--- config.mk ---
export PLATFORM = sky130hd
export DESIGN_NAME = lbcfg_chooser
export DESIGN_NICKNAME = d
export VERILOG_FILES = /design/src/rtl/lbcfg_pkg.sv /design/src/rtl/lbcfg_divider.sv /design/src/rtl/lbcfg_fit.sv /design/src/rtl/lbcfg_chooser.sv
export SDC_FILE = /design/constraint.sdc
export NUM_CORES = 1
export LEC_CHECK = 0
export ABC_CLOCK_PERIOD_IN_PS = 4400
export CORE_ASPECT_RATIO = 0.75
export CORE_MARGIN = 2
export CORE_UTILIZATION = 44
export DETAILED_ROUTE_END_ITERATION = 10
export DONT_BUFFER_PORTS = 1
export REMOVE_ABC_BUFFERS = 1
export SYNTH_ARGS = -nofsm -noshare
export SYNTH_HDL_FRONTEND = slang
export SYNTH_SLANG_ARGS = --single-unit
--- constraint.sdc ---
create_clock -name clk -period 4.4 [get_ports clk]
set_input_delay 0.44 -clock clk [delete_from_list [all_inputs] [get_ports clk]]
set_output_delay 0.44 -clock clk [all_outputs]
set_load 0.02 [all_outputs]
--- src/rtl/lbcfg_pkg.sv ---
package lbcfg_pkg;

    typedef enum logic [1:0] {
        CFG0 = 2'd0,
        CFG1 = 2'd1,
        CFG2 = 2'd2,
        CFG3 = 2'd3
    } lb_cfg_e;

    typedef enum logic [1:0] {
        ST_IDLE   = 2'd0,
        ST_LAUNCH = 2'd1,
        ST_WAIT   = 2'd2,
        ST_EVAL   = 2'd3
    } lb_state_e;

    localparam int SIZE_W = 13;

    function automatic logic [3:0] depth_bits(input logic [1:0] code);
        case (code)
            2'd0:    depth_bits = 4'd10;
            2'd1:    depth_bits = 4'd8;
            2'd2:    depth_bits = 4'd6;
            default: depth_bits = 4'd12;
        endcase
    endfunction

    function automatic logic [SIZE_W-1:0] luma_size(input lb_cfg_e c);
        case (c)
            CFG1:    luma_size = 13'd816;
            CFG2:    luma_size = 13'd1088;
            CFG3:    luma_size = 13'd4448;
            default: luma_size = 13'd2752;
        endcase
    endfunction

    function automatic logic [SIZE_W-1:0] chroma_size(input lb_cfg_e c);
        case (c)
            CFG1:    chroma_size = 13'd816;
            CFG2:    chroma_size = 13'd1088;
            CFG3:    chroma_size = 13'd1904;
            default: chroma_size = 13'd2752;
        endcase
    endfunction

    function automatic logic [SIZE_W-1:0] alpha_size(input lb_cfg_e c);
        case (c)
            CFG1:    alpha_size = 13'd984;
            CFG2:    alpha_size = 13'd1312;
            default: alpha_size = 13'd2752;
        endcase
    endfunction

    function automatic lb_cfg_e next_cfg(input lb_cfg_e c, input logic is_420);
        case (c)
            CFG1:    next_cfg = CFG2;
            CFG2:    next_cfg = is_420 ? CFG3 : CFG0;
            default: next_cfg = CFG0;
        endcase
    endfunction

endpackage

--- src/rtl/lbcfg_divider.sv ---
module lbcfg_divider #(
    parameter int W = 18
) (
    input  logic         clk,
    input  logic         rst_n,
    input  logic         go_i,
    input  logic [W-1:0] dividend_i,
    input  logic [W-1:0] divisor_i,
    output logic         valid_o,
    output logic [W-1:0] quotient_o
);
    localparam int CNT_W = $clog2(W + 1);

    typedef struct packed {
        logic             busy;
        logic             valid;
        logic [CNT_W-1:0] cnt;
        logic [W-1:0]     rem;
        logic [W-1:0]     quo;
        logic [W-1:0]     dvs;
        logic [W-1:0]     dvd;
    } div_state_t;

    div_state_t s_d, s_q;
    logic [W:0] shifted;
    logic       take;

    always_comb begin
        s_d       = s_q;
        s_d.valid = 1'b0;
        shifted   = {s_q.rem, s_q.quo[W-1]};
        take      = (shifted >= {1'b0, s_q.dvs});
        if (s_q.busy) begin
            s_d.rem = take ? W'(shifted - {1'b0, s_q.dvs}) : shifted[W-1:0];
            s_d.quo = {s_q.quo[W-2:0], take};
            s_d.cnt = s_q.cnt - 1'b1;
            if (s_q.cnt == CNT_W'(1)) begin
                s_d.busy  = 1'b0;
                s_d.valid = 1'b1;
            end
        end else if (go_i) begin
            s_d.busy = 1'b1;
            s_d.cnt  = CNT_W'(W);
            s_d.rem  = '0;
            s_d.quo  = dividend_i;
            s_d.dvd  = dividend_i;
            s_d.dvs  = divisor_i;
        end
    end

    always_ff @(posedge clk or negedge rst_n) begin
        if (!rst_n) s_q <= '0;
        else        s_q <= s_d;
    end

    assign valid_o    = s_q.valid;
    assign quotient_o = s_q.quo;


    div_exact_chk: assert property (@(posedge clk) disable iff (!rst_n)
        s_q.valid |-> ((2*W)'(s_q.quo) * (2*W)'(s_q.dvs) + (2*W)'(s_q.rem) == (2*W)'(s_q.dvd)
                       && s_q.rem < s_q.dvs));


    div_no_restart_chk: assert property (@(posedge clk) disable iff (!rst_n)
        s_q.busy |-> !go_i);

endmodule

--- src/rtl/lbcfg_fit.sv ---
module lbcfg_fit #(
    parameter int DIV_W    = 18,
    parameter int TAP_W    = 4,
    parameter int RATIO_W  = 4,
    parameter int PART_CAP = 64,
    parameter int PART_W   = 7
) (
    input  logic [DIV_W-1:0]   q_luma_i,
    input  logic [DIV_W-1:0]   q_chroma_i,
    input  logic [DIV_W-1:0]   q_alpha_i,
    input  logic               alpha_en_i,
    input  logic [TAP_W-1:0]   taps_luma_i,
    input  logic [TAP_W-1:0]   taps_chroma_i,
    input  logic [RATIO_W-1:0] ratio_luma_i,
    input  logic [RATIO_W-1:0] ratio_chroma_i,
    output logic [PART_W-1:0]  parts_luma_o,
    output logic [PART_W-1:0]  parts_chroma_o,
    output logic               fit_o
);
    localparam int CW = PART_W + TAP_W + RATIO_W;
    localparam logic [DIV_W-1:0]  CAP_D = DIV_W'(PART_CAP);
    localparam logic [PART_W-1:0] CAP_P = PART_W'(PART_CAP);

    logic [DIV_W-1:0]   raw   [2];
    logic [TAP_W-1:0]   taps  [2];
    logic [RATIO_W-1:0] ratio [2];
    logic [PART_W-1:0]  capped[2];
    logic [1:0]         ok;

    always_comb begin
        raw[0]   = (alpha_en_i && (q_alpha_i < q_luma_i)) ? q_alpha_i : q_luma_i;
        raw[1]   = q_chroma_i;
        taps[0]  = taps_luma_i;
        taps[1]  = taps_chroma_i;
        ratio[0] = ratio_luma_i;
        ratio[1] = ratio_chroma_i;
    end

    for (genvar g = 0; g < 2; g++) begin : g_plane
        always_comb begin
            capped[g] = (raw[g] > CAP_D) ? CAP_P : raw[g][PART_W-1:0];
            if (ratio[g] > RATIO_W'(2))
                ok[g] = (CW'(taps[g]) + CW'(ratio[g])) <= (CW'(capped[g]) + CW'(2));
            else
                ok[g] = CW'(taps[g]) <= CW'(capped[g]);
        end
    end

    assign parts_luma_o   = capped[0];
    assign parts_chroma_o = capped[1];
    assign fit_o          = &ok;

endmodule

--- src/rtl/lbcfg_chooser.sv ---
module lbcfg_chooser #(
    parameter int LINE_W   = 14,
    parameter int TAP_W    = 4,
    parameter int RATIO_W  = 4,
    parameter int PART_CAP = 64
) (
    input  logic                  clk,
    input  logic                  rst_n,
    input  logic                  start_i,
    input  logic [LINE_W-1:0]     luma_vp_width_i,
    input  logic [LINE_W-1:0]     chroma_vp_width_i,
    input  logic [LINE_W-1:0]     out_width_i,
    input  logic [1:0]            depth_code_i,
    input  logic                  alpha_en_i,
    input  logic                  is_420_i,
    input  logic [TAP_W-1:0]      vtaps_luma_i,
    input  logic [TAP_W-1:0]      vtaps_chroma_i,
    input  logic [RATIO_W-1:0]    vratio_ceil_luma_i,
    input  logic [RATIO_W-1:0]    vratio_ceil_chroma_i,
    input  logic                  use_max_i,
    output logic                  done_o,
    output logic                  error_o,
    output logic [1:0]            cfg_o,
    output logic [$clog2(PART_CAP+1)-1:0] luma_parts_o,
    output logic [$clog2(PART_CAP+1)-1:0] chroma_parts_o
);
    import lbcfg_pkg::*;

    localparam int PART_W = $clog2(PART_CAP + 1);
    localparam int DIV_W  = (LINE_W + 4 > SIZE_W) ? LINE_W + 4 : SIZE_W;

    typedef struct packed {
        lb_state_e          st;
        logic [2:0]         op;
        lb_cfg_e            cfg;
        logic [LINE_W-1:0]  line_y;
        logic [LINE_W-1:0]  line_c;
        logic [3:0]         bits;
        logic               alpha_en;
        logic               is_420;
        logic               use_max;
        logic [TAP_W-1:0]   taps_y;
        logic [TAP_W-1:0]   taps_c;
        logic [RATIO_W-1:0] rat_y;
        logic [RATIO_W-1:0] rat_c;
        logic [DIV_W-1:0]   words_y;
        logic [DIV_W-1:0]   words_c;
        logic [DIV_W-1:0]   words_a;
        logic [DIV_W-1:0]   q_y;
        logic [DIV_W-1:0]   q_c;
        logic [DIV_W-1:0]   q_a;
        lb_cfg_e            res_cfg;
        logic [PART_W-1:0]  res_py;
        logic [PART_W-1:0]  res_pc;
        logic               res_err;
        logic               done;
    } chooser_state_t;

    chooser_state_t s_d, s_q;

    logic              div_go;
    logic [DIV_W-1:0]  div_num;
    logic [DIV_W-1:0]  div_den;
    logic              div_valid;
    logic [DIV_W-1:0]  div_quo;
    logic [PART_W-1:0] fit_py;
    logic [PART_W-1:0] fit_pc;
    logic              fit_ok;
    logic              last_cand;

    function automatic logic [LINE_W-1:0] line_len(input logic [LINE_W-1:0] vp,
                                                   input logic [LINE_W-1:0] ow);
        logic [LINE_W-1:0] m;
        m = (vp < ow) ? vp : ow;
        return (m == '0) ? LINE_W'(1) : m;
    endfunction

    lbcfg_divider #(.W(DIV_W)) u_div (
        .clk        (clk),
        .rst_n      (rst_n),
        .go_i       (div_go),
        .dividend_i (div_num),
        .divisor_i  (div_den),
        .valid_o    (div_valid),
        .quotient_o (div_quo)
    );

    lbcfg_fit #(
        .DIV_W    (DIV_W),
        .TAP_W    (TAP_W),
        .RATIO_W  (RATIO_W),
        .PART_CAP (PART_CAP),
        .PART_W   (PART_W)
    ) u_fit (
        .q_luma_i       (s_q.q_y),
        .q_chroma_i     (s_q.q_c),
        .q_alpha_i      (s_q.q_a),
        .alpha_en_i     (s_q.alpha_en),
        .taps_luma_i    (s_q.taps_y),
        .taps_chroma_i  (s_q.taps_c),
        .ratio_luma_i   (s_q.rat_y),
        .ratio_chroma_i (s_q.rat_c),
        .parts_luma_o   (fit_py),
        .parts_chroma_o (fit_pc),
        .fit_o          (fit_ok)
    );

    // Operand selection for the shared divider, by operation index.
    always_comb begin
        case (s_q.op)
            3'd0: begin
                div_num = DIV_W'(s_q.line_y) * DIV_W'(s_q.bits) + DIV_W'(71);
                div_den = DIV_W'(72);
            end
            3'd1: begin
                div_num = DIV_W'(s_q.line_c) * DIV_W'(s_q.bits) + DIV_W'(71);
                div_den = DIV_W'(72);
            end
            3'd2: begin
                div_num = DIV_W'(s_q.line_y) + DIV_W'(5);
                div_den = DIV_W'(6);
            end
            3'd3: begin
                div_num = DIV_W'(luma_size(s_q.cfg));
                div_den = s_q.words_y;
            end
            3'd4: begin
                div_num = DIV_W'(chroma_size(s_q.cfg));
                div_den = s_q.words_c;
            end
            default: begin
                div_num = DIV_W'(alpha_size(s_q.cfg));
                div_den = s_q.words_a;
            end
        endcase
    end

    always_comb begin
        s_d       = s_q;
        s_d.done  = 1'b0;
        div_go    = 1'b0;
        last_cand = s_q.use_max || (s_q.cfg == CFG0);
        case (s_q.st)
            ST_IDLE: begin
                if (start_i) begin
                    s_d.line_y   = line_len(luma_vp_width_i, out_width_i);
                    s_d.line_c   = line_len(chroma_vp_width_i, out_width_i);
                    s_d.bits     = depth_bits(depth_code_i);
                    s_d.alpha_en = alpha_en_i;
                    s_d.is_420   = is_420_i;
                    s_d.use_max  = use_max_i;
                    s_d.taps_y   = vtaps_luma_i;
                    s_d.taps_c   = vtaps_chroma_i;
                    s_d.rat_y    = vratio_ceil_luma_i;
                    s_d.rat_c    = vratio_ceil_chroma_i;
                    s_d.op       = 3'd0;
                    s_d.cfg      = use_max_i ? (is_420_i ? CFG3 : CFG0) : CFG1;
                    s_d.st       = ST_LAUNCH;
                end
            end
            ST_LAUNCH: begin
                div_go = 1'b1;
                s_d.st = ST_WAIT;
            end
            ST_WAIT: begin
                if (div_valid) begin
                    case (s_q.op)
                        3'd0:    s_d.words_y = div_quo;
                        3'd1:    s_d.words_c = div_quo;
                        3'd2:    s_d.words_a = div_quo;
                        3'd3:    s_d.q_y     = div_quo;
                        3'd4:    s_d.q_c     = div_quo;
                        default: s_d.q_a     = div_quo;
                    endcase
                    if (s_q.op == 3'd5) begin
                        s_d.st = ST_EVAL;
                    end else begin
                        s_d.op = s_q.op + 3'd1;
                        s_d.st = ST_LAUNCH;
                    end
                end
            end
            default: begin
                if (fit_ok || last_cand) begin
                    s_d.res_cfg = s_q.cfg;
                    s_d.res_py  = fit_py;
                    s_d.res_pc  = fit_pc;
                    s_d.res_err = !fit_ok;
                    s_d.done    = 1'b1;
                    s_d.st      = ST_IDLE;
                end else begin
                    s_d.cfg = next_cfg(s_q.cfg, s_q.is_420);
                    s_d.op  = 3'd3;
                    s_d.st  = ST_LAUNCH;
                end
            end
        endcase
    end

    always_ff @(posedge clk or negedge rst_n) begin
        if (!rst_n) s_q <= '0;
        else        s_q <= s_d;
    end

    assign done_o         = s_q.done;
    assign error_o        = s_q.res_err;
    assign cfg_o          = s_q.res_cfg;
    assign luma_parts_o   = s_q.res_py;
    assign chroma_parts_o = s_q.res_pc;


    done_single_chk: assert property (@(posedge clk) disable iff (!rst_n)
        done_o |=> !done_o);


    result_hold_chk: assert property (@(posedge clk) disable iff (!rst_n)
        !done_o |-> ($stable(cfg_o) && $stable(luma_parts_o)
                     && $stable(chroma_parts_o) && $stable(error_o)));


    part_cap_chk: assert property (@(posedge clk) disable iff (!rst_n)
        (luma_parts_o <= PART_W'(PART_CAP)) && (chroma_parts_o <= PART_W'(PART_CAP)));


    cfg3_only_420_chk: assert property (@(posedge clk) disable iff (!rst_n)
        (done_o && cfg_o == 2'd3) |-> s_q.is_420);


    error_fallback_chk: assert property (@(posedge clk) disable iff (!rst_n)
        (done_o && error_o) |-> (cfg_o == 2'd0 || s_q.use_max));


    busy_ignores_start_chk: assert property (@(posedge clk) disable iff (!rst_n)
        (s_q.st != ST_IDLE && s_q.st != ST_EVAL) |=> $stable(s_q.line_y) && $stable(s_q.taps_y));

endmodule

==> Word level (Yosys, flattened, before mapping) <==
Index checks and enable logic that the tools add are counted.
{ "word_totals": {"reg_bits": 263, "elab_cells": 144, "in_bits": 66, "output_inout_bits": 18} }
{ "classes": {"reduce_logical": 28, "multipliers": 2, "bitwise": 5, "mux": 38, "add_sub_neg": 10, "n_eq_ne": 18, "magnitude_cmp": 12} }
{ "op_table": {"columns": ["operator", "count"], "rows": [
  ["$pmux 18 s5", 1],
  ["$mux 77", 1],
  ["$pmux 18 s4", 1],
  ["$mux 58", 1],
  ["$mux 14", 4],
  ["$mux 41", 1],
  ["$pmux 13 s3", 1],
  ["$add 18x7->18 const B", 2],
  ["$gt 18x7->1 const B", 2],
  ["$mul 14x4->18", 2],
  ["$mux 18", 2],
  ["$pmux 12 s3", 1],
  ["$le 15x15->1", 2],
  ["$logic_not 14->1", 2],
  ["$lt 14x14->1", 2],
  ["$pmux 12 s2", 1],
  ["$reduce_and 3->1", 7],
  ["$ge 19x18->1", 1],
  ["$lt 18x18->1", 1],
  ["$sub 18x18->18", 1],
  ["$add 7x2->8 const B", 2],
  ["$add 14x3->15 const B", 1],
  ["$le 4x7->1", 2],
  ["$mux 7", 2],
  ["33 further kinds", 70]
]} }

==> Logic depth before layout (Yosys ltp) <==
Gate-level depths: netlist of the first run.
{ "depth": {"ltp_word": 12, "depth_mapped": 22} }

==> Modules after synthesis <==
Synthesis of the first run repeated with hierarchy kept, for this count alone.
{ "unflattened": {"cells_unflattened": 1899, "area_unflattened_um2": 17670.7} }
{ "modules_own_cells": {"columns": ["module", "area_each_um2", "cells_each", "instances"], "rows": [
  ["lbcfg_chooser", 12246.7, 1271, 1],
  ["lbcfg_divider", 3711.1, 400, 1],
  ["lbcfg_fit", 1712.9, 228, 1]
]} }

==> Worst setup path after synthesis of the first run <==
Ideal clock, no wire load.
{ "synth_path": {"path_type": "register to register", "start": "register s_q[147] (netlist bit)", "end": "register u_div.s_q (netlist bit u_div.quotient_o[12])", "stages_incl_launch_ff": 17, "slack_ns": 0.122, "synth_period_minus_slack_ns": 4.278, "setup_ns": 0.126, "t_arrival_ns": 4.152, "cell_sequence": "dfrtp_1 > clkbuf_1 > clkbuf_1 > nand2_1 > fa_1 > inv_1 > fa_1 > ha_1 > ha_1 > and2_1 > a311oi_1 > a211oi_1 > nor4_1 > xnor2_1 > a222oi_1 > a21oi_1 > a221o_1"} }
{ "synth_via": {"elab_chain_cells": 5, "elab_cells_between_ends": 7, "cone_classes": "2 x add/sub; 2 x mul; 3 x mux"} }
{ "synth_lines": {"columns": ["item", "line", "source"], "rows": [
  ["start, declared", "lbcfg_chooser.sv:59", "chooser_state_t s_d, s_q;"],
  ["start signal, assigned", "lbcfg_chooser.sv:201", "if (!rst_n) s_q <= '0;"],
  ["start signal, assigned", "lbcfg_chooser.sv:202", "else s_q <= s_d;"],
  ["$mul 14x4->18, on equally long branches", "lbcfg_chooser.sv:116, lbcfg_chooser.sv:112", null],
  ["$add 18x7->18, on equally long branches", "lbcfg_chooser.sv:116, lbcfg_chooser.sv:112", null],
  ["$pmux 18 s5 (*)", "lbcfg_chooser.sv:110", "case (s_q.op)"],
  ["$mux 77 (*)", "lbcfg_divider.sv:41", "end else if (go_i) begin"],
  ["$mux 41 (*)", "lbcfg_divider.sv:33", "if (s_q.busy) begin"],
  ["end signal, assigned", "lbcfg_divider.sv:52", "if (!rst_n) s_q <= '0;"],
  ["end signal, assigned", "lbcfg_divider.sv:53", "else s_q <= s_d;"],
  ["end, declared", "lbcfg_divider.sv:24", "div_state_t s_d, s_q;"]
]} }
Mark *: on every way between the ends. The rest lies on a longest branch, timed or not. The select of a mux whose other input is x is not followed.
A chain may end at the register's enable or synchronous reset.

==> Final worst setup path of the first run <==
{ "layout_path": {"start": "register s_q[25] (netlist bit)", "end": "register s_q (netlist bit chroma_parts_o[0])"} }
{ "layout_via": {"elab_chain_cells": 11, "elab_cells_between_ends": 12, "cone_classes": "1 x add/sub; 4 x order compare; 3 x mux; 4 x reduce/logical"} }
{ "layout_lines": {"columns": ["item", "line", "source"], "rows": [
  ["$lt 18x18->1", "lbcfg_fit.sv:31", "raw[0] = (alpha_en_i && (q_alpha_i < q_luma_i)) ? q_alpha_i : q_luma_i;"],
  ["$logic_and 1x1->1", "lbcfg_fit.sv:31", null],
  ["$mux 18 (*)", "lbcfg_fit.sv:31", null],
  ["$gt 18x7->1", "lbcfg_fit.sv:41", "capped[g] = (raw[g] > CAP_D) ? CAP_P : raw[g][PART_W-1:0];"],
  ["$mux 7 (*)", "lbcfg_fit.sv:41", null],
  ["$add 7x2->8", "lbcfg_fit.sv:43", "ok[g] = (CW'(taps[g]) + CW'(ratio[g])) <= (CW'(capped[g]) + CW'(2));"],
  ["$le 15x15->1", "lbcfg_fit.sv:43", null],
  ["$mux 1 (*)", "lbcfg_fit.sv:42", "if (ratio[g] > RATIO_W'(2))"],
  ["$reduce_and 2->1 (*)", "lbcfg_fit.sv:51", "assign fit_o = &ok;"],
  ["$logic_or 1x1->1 (*)", "lbcfg_chooser.sv:184", "if (fit_ok || last_cand) begin"],
  ["$reduce_and 2->1 (no line) (*)", null, null]
]} }
Mark *: on every way between the ends. The rest lies on a longest branch, timed or not.

==> results.cfg, run 1 <==
[status]
status = finished, violations left
violations = hold timing

[route]
drc = 0
viasPerCell = 5.62
wl_per_cell_um = 18.7
ant_nets = 0
via_count = 13145
drt-pass1-iter-count = 5
drt_wl_total_mm = 43.7
drt-initial-drc-count = 919

[clock_tree]
cts_max_path_buffers = 3
cts_root_buf = clkbuf_16
numCtsBuffers = 26
cts_hold_buf = 4
cts_tree = done
path_clk_slew_ps = 70
clock-sinks = 244
ctsHtreeMaxLevel = 1
clock_latency_ps = 570

[timing]
post-route-period-util_pct = 97.0
timing.hold.ws_ps = -420
fmax_ghz = 0.234
finalHoldViolCount = 244
slew_headroom_pct = 25.9
fin_ws_ps = 134
min_period_ps = 4270
drv_slew = 0
fin_setup_tns_ps = 0
fin_worst_skew_ps = 15.7
setup_viol = 0
tightest_slew_ps = 1110

[grt]
antenna_found_initial = 1
grt_pass1_vias = 12450
busiest_layer = met1
met3_usage_pct = 2.73
met2_usage_pct = 30.8
grt_max_degree = 245
overflow = 0
grt_pass1_wl_mm = 69.1
grt.total_usage_pct = 21.2
grt_util_met1_pct = 33.3

[yosys]
syn_area_sq_um = 17200
synth_top_area_cell = dfrtp_1
ys_seq_area_share_pct = 35.4
async_flop_share_pct = 100
syn_area_per_cell_sq_um = 9.60
synthMostInstantiatedCell = dfrtp_1
ys.flop_type = dfrtp_1
synth.area.top_cells = dfrtp_1 35%, ha_1 14%, mux2_2 8.4%, nand2_1 4.7%, fa_1 3.6%
ys_ff_latch = 244
synth_edf_count = 0
ys_warn_count = 0
netlist_top_cells_count = 244 x dfrtp_1, 214 x nand2_1, 193 x ha_1, 156 x inv_1, 129 x mux2_2
syn_inst = 1794
synth_top_cell_area_share_pct = 35.4
synthDistinctLibCells = 66

[final_layout]
utilization_pct = 50.0
nets = 2097
diodes = 0
area_growth_pct = 11.7
drive_gt1_share_pct = 16.8
nFillCells = 3573

[setup_path]
critical_path_class = reg -> reg
r2r_slack_ps = 130
slowest_delay_ps = 500
cp_num_buf_inv = 3
crit_path_cell_trace = buf_4, or4_1, a2111oi_4, nand3_1, and2_4, buf_4, a211o_1, ha_1, and3_1, a31oi_1, o21ai_1, o31a_1, o31a_1, o21ai_4, clkbuf_16, mux2_2
worstPathRequired_ps = 4860
start_kind = register
worst-path-max-fanout = 4
cp_data_arrival_time_ps = 4730
crit_path_end_kind = register
r2r_cells = 16
worstReg2RegStart = s_q[25]$_DFFE_PN0P_
path_delay_family = compound AO/OA/AOI/OAI gates
cpMaxStageDelayCell = or4_1
timing.rr.end = chroma_parts_o[0]$_DFFE_PN0P_

[die]
die-area_sq_um = 40800
rows = 62
die_width_um = 233
core-area_sq_um = 38500
die_h_um = 175
io_pins = 84
start_util_pct = 44.8

[flow_run]
cap_viol_max_count = 0

[placed_design]
gp_congestion = 0.898
pre_cts_slack_ps = -87.4
portBuffers = 0
hpwl_mm = 32.0

[power_and_ir_drop]
ir_worst_vdd_mv = 0.540
power.density_nw_per_um2 = 875
leakagePower_nw = 9.35

[hold_path]
hp-class = in -> async
sequential cells by signal, indices dropped and copies added (netlist names):
register	flops
done_o	1
error_o	1
chroma_parts_o	7
u_div.quotient_o	18
cfg_o	2
u_div.s_q	42
luma_parts_o	7
u_div.valid_o	1
s_q	165
what timing repair did:
item	4_1_cts	5_1_grt
gates resized for setup	2	49
endpoints found under the setup margin	15	28
hold endpoints to repair	248	244
setup buffers	0	20
cloned	0	2
pin swaps	0	15
placed cells by master (no fill, tap or decap), types with 6 or more instances in the layout:
master     count
o21a_1        20
a21oi_1       85
a31oi_1        6
and3_1         6
xnor2_1       42
nand2_1      210
nor2_1        74
mux2_2       129
o31a_1         8
a211oi_1       8
nor4_1        15
inv_1        153
dfrtp_2        6
nor3_1        25
nand2b_1      12
ha_1         186
dfrtp_1      238
xor2_1        16
nand4_1       11
clkbuf_16     28
mux2_4         6
o31ai_1        6
o21ai_0      113
fa_1          31
nand3_1       26
or3_1          7
mux2i_1       45
a41oi_1        7
a21o_1        30
ha_4           6
o21ai_1        7
nor2b_1       16
a22oi_1       26
buf_4         64
a221o_1        8
o211ai_1       8
and2_1        16
or2_2          8
per-stage QoR:
| step | hold slack, ps | instances | instance area [sq um] | power (mW) |
|---|---|---|---|---|
| final | -420 | 2338 | 19300 | 16.8 |
| after global routing | -451 | 2338 | 19300 | 18.2 |
| after CTS | -436 | 2316 | 18800 | 15.9 |
| after detailed placement | 167 | 2265 | 17800 | 13.4 |
| after global placement | 166 | 2265 | 17800 | 13.2 |
| after floorplan | 144 | 1707 | 16800 | 10.5 |
where the power goes:
group          total (mW)  switching (mW)  internal [mW]  leakage [nW]
registers            4.10            1.05           3.04          3.19
logic                10.3            5.58           4.74          5.72
clock network        2.43           0.993           1.43         0.446
total                16.8            7.63           9.21          9.35
final cells by class:
| cell class | count | area [sq um] | area share (%) |
|---|---|---|---|
| multi-input combinational | 1307 | 10400 | 53.9 |
| inverter | 156 | 586 | 3.04 |
| tap | 512 | 641 | 3.33 |
| clock inverter | 17 | 241 | 1.25 |
| clock buffer | 30 | 696 | 3.61 |
| sequential | 244 | 6110 | 31.7 |
| timing repair buffer | 72 | 596 | 3.09 |
layer usage:
metal | vias to the layer above | routed length (um)
li1 | 6328 | -
met1 | 6482 | 22300
met2 | 283 | 18700
met3 | 52 | 1980
met4 | 0 | 819
met5 | - | 0
cells by family after synthesis:
group / share of synthesized area (%)
mux: 11.7
xor+xnor: 2.95
fa+ha+maj: 17.6
flops: 35.4
compound gates: 14.9
buf+inv: 5.77
simple gates: 11.6
worst max-delay path by stage:
stage,start,cells past startpoint,to,slack (ps)
after CTS,s_q[147]$_DFFE_PN0P_,15,u_div.quotient_o[16]$_DFFE_PN0P_,20
after global placement,s_q[32]$_DFFE_PN0P_,17,luma_parts_o[6]$_DFFE_PN0P_,4
after global routing,s_q[35]$_DFFE_PN0P_,19,cfg_o[0]$_DFFE_PN0P_,-20
final,s_q[25]$_DFFE_PN0P_,16,chroma_parts_o[0]$_DFFE_PN0P_,130
after detailed placement,s_q[32]$_DFFE_PN0P_,16,chroma_parts_o[1]$_DFFE_PN0P_,-90
after floorplan,s_q[22]$_DFFE_PN0P_,18,chroma_parts_o[0]$_DFFE_PN0P_,40
No activity file was read; power rests on OpenSTA's default activity.
==> run 2: changes to the inputs <==
--- a/config.mk
+++ b/config.mk
@@ -5,6 +5,7 @@
 export SDC_FILE = /design/constraint.sdc
 export NUM_CORES = 1
 export LEC_CHECK = 0
+export ABC_AREA = 1
 export ABC_CLOCK_PERIOD_IN_PS = 4400
 export CORE_ASPECT_RATIO = 0.75
 export CORE_MARGIN = 2
==> run 2 against run 1 <==
Effect of this change: the flow still finishes with violations (hold timing); critical path depth grew 1; clock power increased by 4%; setup slack gained 69 ps; flip-flop and latch count is the same; core utilization down 0.20 points; final area fell by 0.59%; final cell count increased by 18%; worst hold slack gained 19 ps; fmax increased by 1.6%; synthesized area is 0.15% lower; largest power group is now clock.
==> results.cfg, run 2 <==
[die]
start_util_pct = 44.8
io_pins = 84
core-area_sq_um = 38400
die_h_um = 175
die-area_sq_um = 40700
die_width_um = 232
rows = 62

[timing]
fmax_ghz = 0.238
slew_headroom_pct = 25.7
min_period_ps = 4200
post-route-period-util_pct = 95.4
drv_slew = 0
finalHoldViolCount = 244
tightest_slew_ps = 1110
timing.hold.ws_ps = -402
setup_viol = 0
fin_worst_skew_ps = 15.3
fin_setup_tns_ps = 0

[yosys]
ys.flop_type = dfrtp_1
ys_warn_count = 0
synth.area.top_cells = dfrtp_1 35%, ha_1 14%, nand2_1 13%, o21ai_0 7.7%, inv_1 6.3%
syn_area_per_cell_sq_um = 7.78
netlist_top_cells_count = 579 x nand2_1, 290 x inv_1, 264 x o21ai_0, 244 x dfrtp_1, 193 x ha_1
syn_inst = 2212
synth_top_cell_area_share_pct = 35.5
synth_edf_count = 0
syn_area_sq_um = 17200
synthMostInstantiatedCell = nand2_1
ys_seq_area_share_pct = 35.5
ys_ff_latch = 244
async_flop_share_pct = 100
synth_top_area_cell = dfrtp_1
synthDistinctLibCells = 51

[clock_tree]
cts_tree = done
path_clk_slew_ps = 60
cts_hold_buf = 14
clock_latency_ps = 560
cts_max_path_buffers = 3
cts_root_buf = clkbuf_16
numCtsBuffers = 27
clock-sinks = 244
ctsHtreeMaxLevel = 1

[setup_path]
worst-path-max-fanout = 11
start_kind = register
cpMaxStageDelayCell = o41ai_1
crit_path_cell_trace = clkbuf_2, buf_4, nand2_1, ha_1, inv_1, fa_1, ha_1, ha_1, a21oi_1, nand2_1, nand2_1, nand2_1, a21oi_1, xor2_1, o21ai_0, o41ai_1, o221ai_1
critical_path_class = reg -> reg
cp_num_buf_inv = 3
cp_data_arrival_time_ps = 4580
worstPathRequired_ps = 4780
crit_path_end_kind = register
path_delay_family = adder cells
slowest_delay_ps = 520
path_common_cell = nand2_1

[final_layout]
utilization_pct = 49.8
final_common_cell = nand2_1
nFillCells = 3784
drive_gt1_share_pct = 8.45
diodes = 0
largest_register_ffs = 165
largest-register = s_q
area_growth_pct = 11.3
nets = 2508
final_cell_mix = 559 x nand2_1, 287 x inv_1, 261 x o21ai_0, 240 x dfrtp_1, 186 x ha_1

[grt]
overflow = 0
antenna_found_initial = 0
grt.total_usage_pct = 21.8
grt_max_degree = 245
grt_pass1_wl_mm = 72.3
grt_pass1_vias = 13874

[route]
viasPerCell = 5.32
drt_wl_total_mm = 44.3
drt-initial-drc-count = 1126
via_count = 14620
drt-pass1-iter-count = 5
wl_per_cell_um = 16.1
ant_nets = 0
drc = 0

[status]
status = finished, violations left
violations = hold timing

[placed_design]
portBuffers = 0
hpwl_mm = 32.3
gp_congestion = 0.891

[hold_path]
hp-class = in -> async

[power_and_ir_drop]
finalPower_mw = 4.90
power.density_nw_per_um2 = 256
ir_worst_vdd_mv = 0.221
leakagePower_nw = 9.71

[flow_run]
cap_viol_max_count = 0
## run 2: final cells by class
class | count | area [sq um] | share of cell area [%]
Sequential cell | 244 | 6110 | 31.9
Inverter | 298 | 1120 | 5.84
Clock inverter | 14 | 215 | 1.12
Timing Repair Buffer | 61 | 532 | 2.78
Multi-Input combinational cell | 1586 | 9760 | 51.0
Clock buffer | 35 | 766 | 4.00
Tap cell | 512 | 641 | 3.35
## run 2: worst paths after layout
path,start,endpoint,slack [ps],depth (start not counted)
min in group clk,vratio_ceil_luma_i[1],s_q[131]$_DFFE_PN0P_,10,2
worst max-delay path,s_q[148]$_DFFE_PN0P_,u_div.quotient_o[9]$_DFFE_PN0P_,200,17
worst min-delay path,rst_n,u_div.s_q[71]$_DFFE_PN0P_,-400,0
worst min register to register,s_q[83]$_DFFE_PN0P_,s_q[83]$_DFFE_PN0P_,480,2
worst max register to register,s_q[148]$_DFFE_PN0P_,u_div.quotient_o[9]$_DFFE_PN0P_,200,17
max in group asynchronous,rst_n,s_q[148]$_DFFE_PN0P_,4210,0
## run 2: what timing repair did
item	CTS	global route
setup endpoints to repair	0	29
resized for setup	0	47
buffers inserted	0	24
hold endpoints to repair	258	244
## run 2: layer usage
layer,track usage (%),wire length [um]
met5,0,0
met4,3.71,699
met3,3.39,2240
met2,32.7,18600
met1,33.3,22700
## run 2: cell families after synthesis
group	after synthesis	share of synthesized area, %
flops	244	35.5
xor+xnor	25	1.27
buf+inv	384	8.92
simple gates	827	20.0
compound gates	508	16.7
fa+ha+maj	224	17.6
## run 2: metrics by stage
| stage | instance area [sq um] | worst slack, ps | cells |
|---|---|---|---|
| floorplan | 16800 | 331 | 2126 |
| CTS | 18700 | 14.7 | 2723 |
| finish | 19100 | 203 | 2750 |
| global route | 19100 | -49.0 | 2750 |
| detailed placement | 17600 | 28.7 | 2660 |
| global placement | 17600 | 167 | 2660 |
## run 2: report_power, final
group	leakage, nW	internal, mW	switching [mW]	total (mW)
combinational	5.86	0.0490	0.0858	0.135
sequential	3.38	2.24	0	2.24
clock	0.478	1.52	0.998	2.52
## run 2: worst reg2reg max path, cell delays in order, from the launching register on
cell and delay (ps):
dfrtp_2 410, clkbuf_2 180, buf_4 200, nand2_1 80, ha_1 270, inv_1 50, fa_1 470, ha_1 300
ha_1 360, a21oi_1 170, nand2_1 170, nand2_1 100, nand2_1 50, a21oi_1 150, xor2_1 190, o21ai_0 140
o41ai_1 520, o221ai_1 230
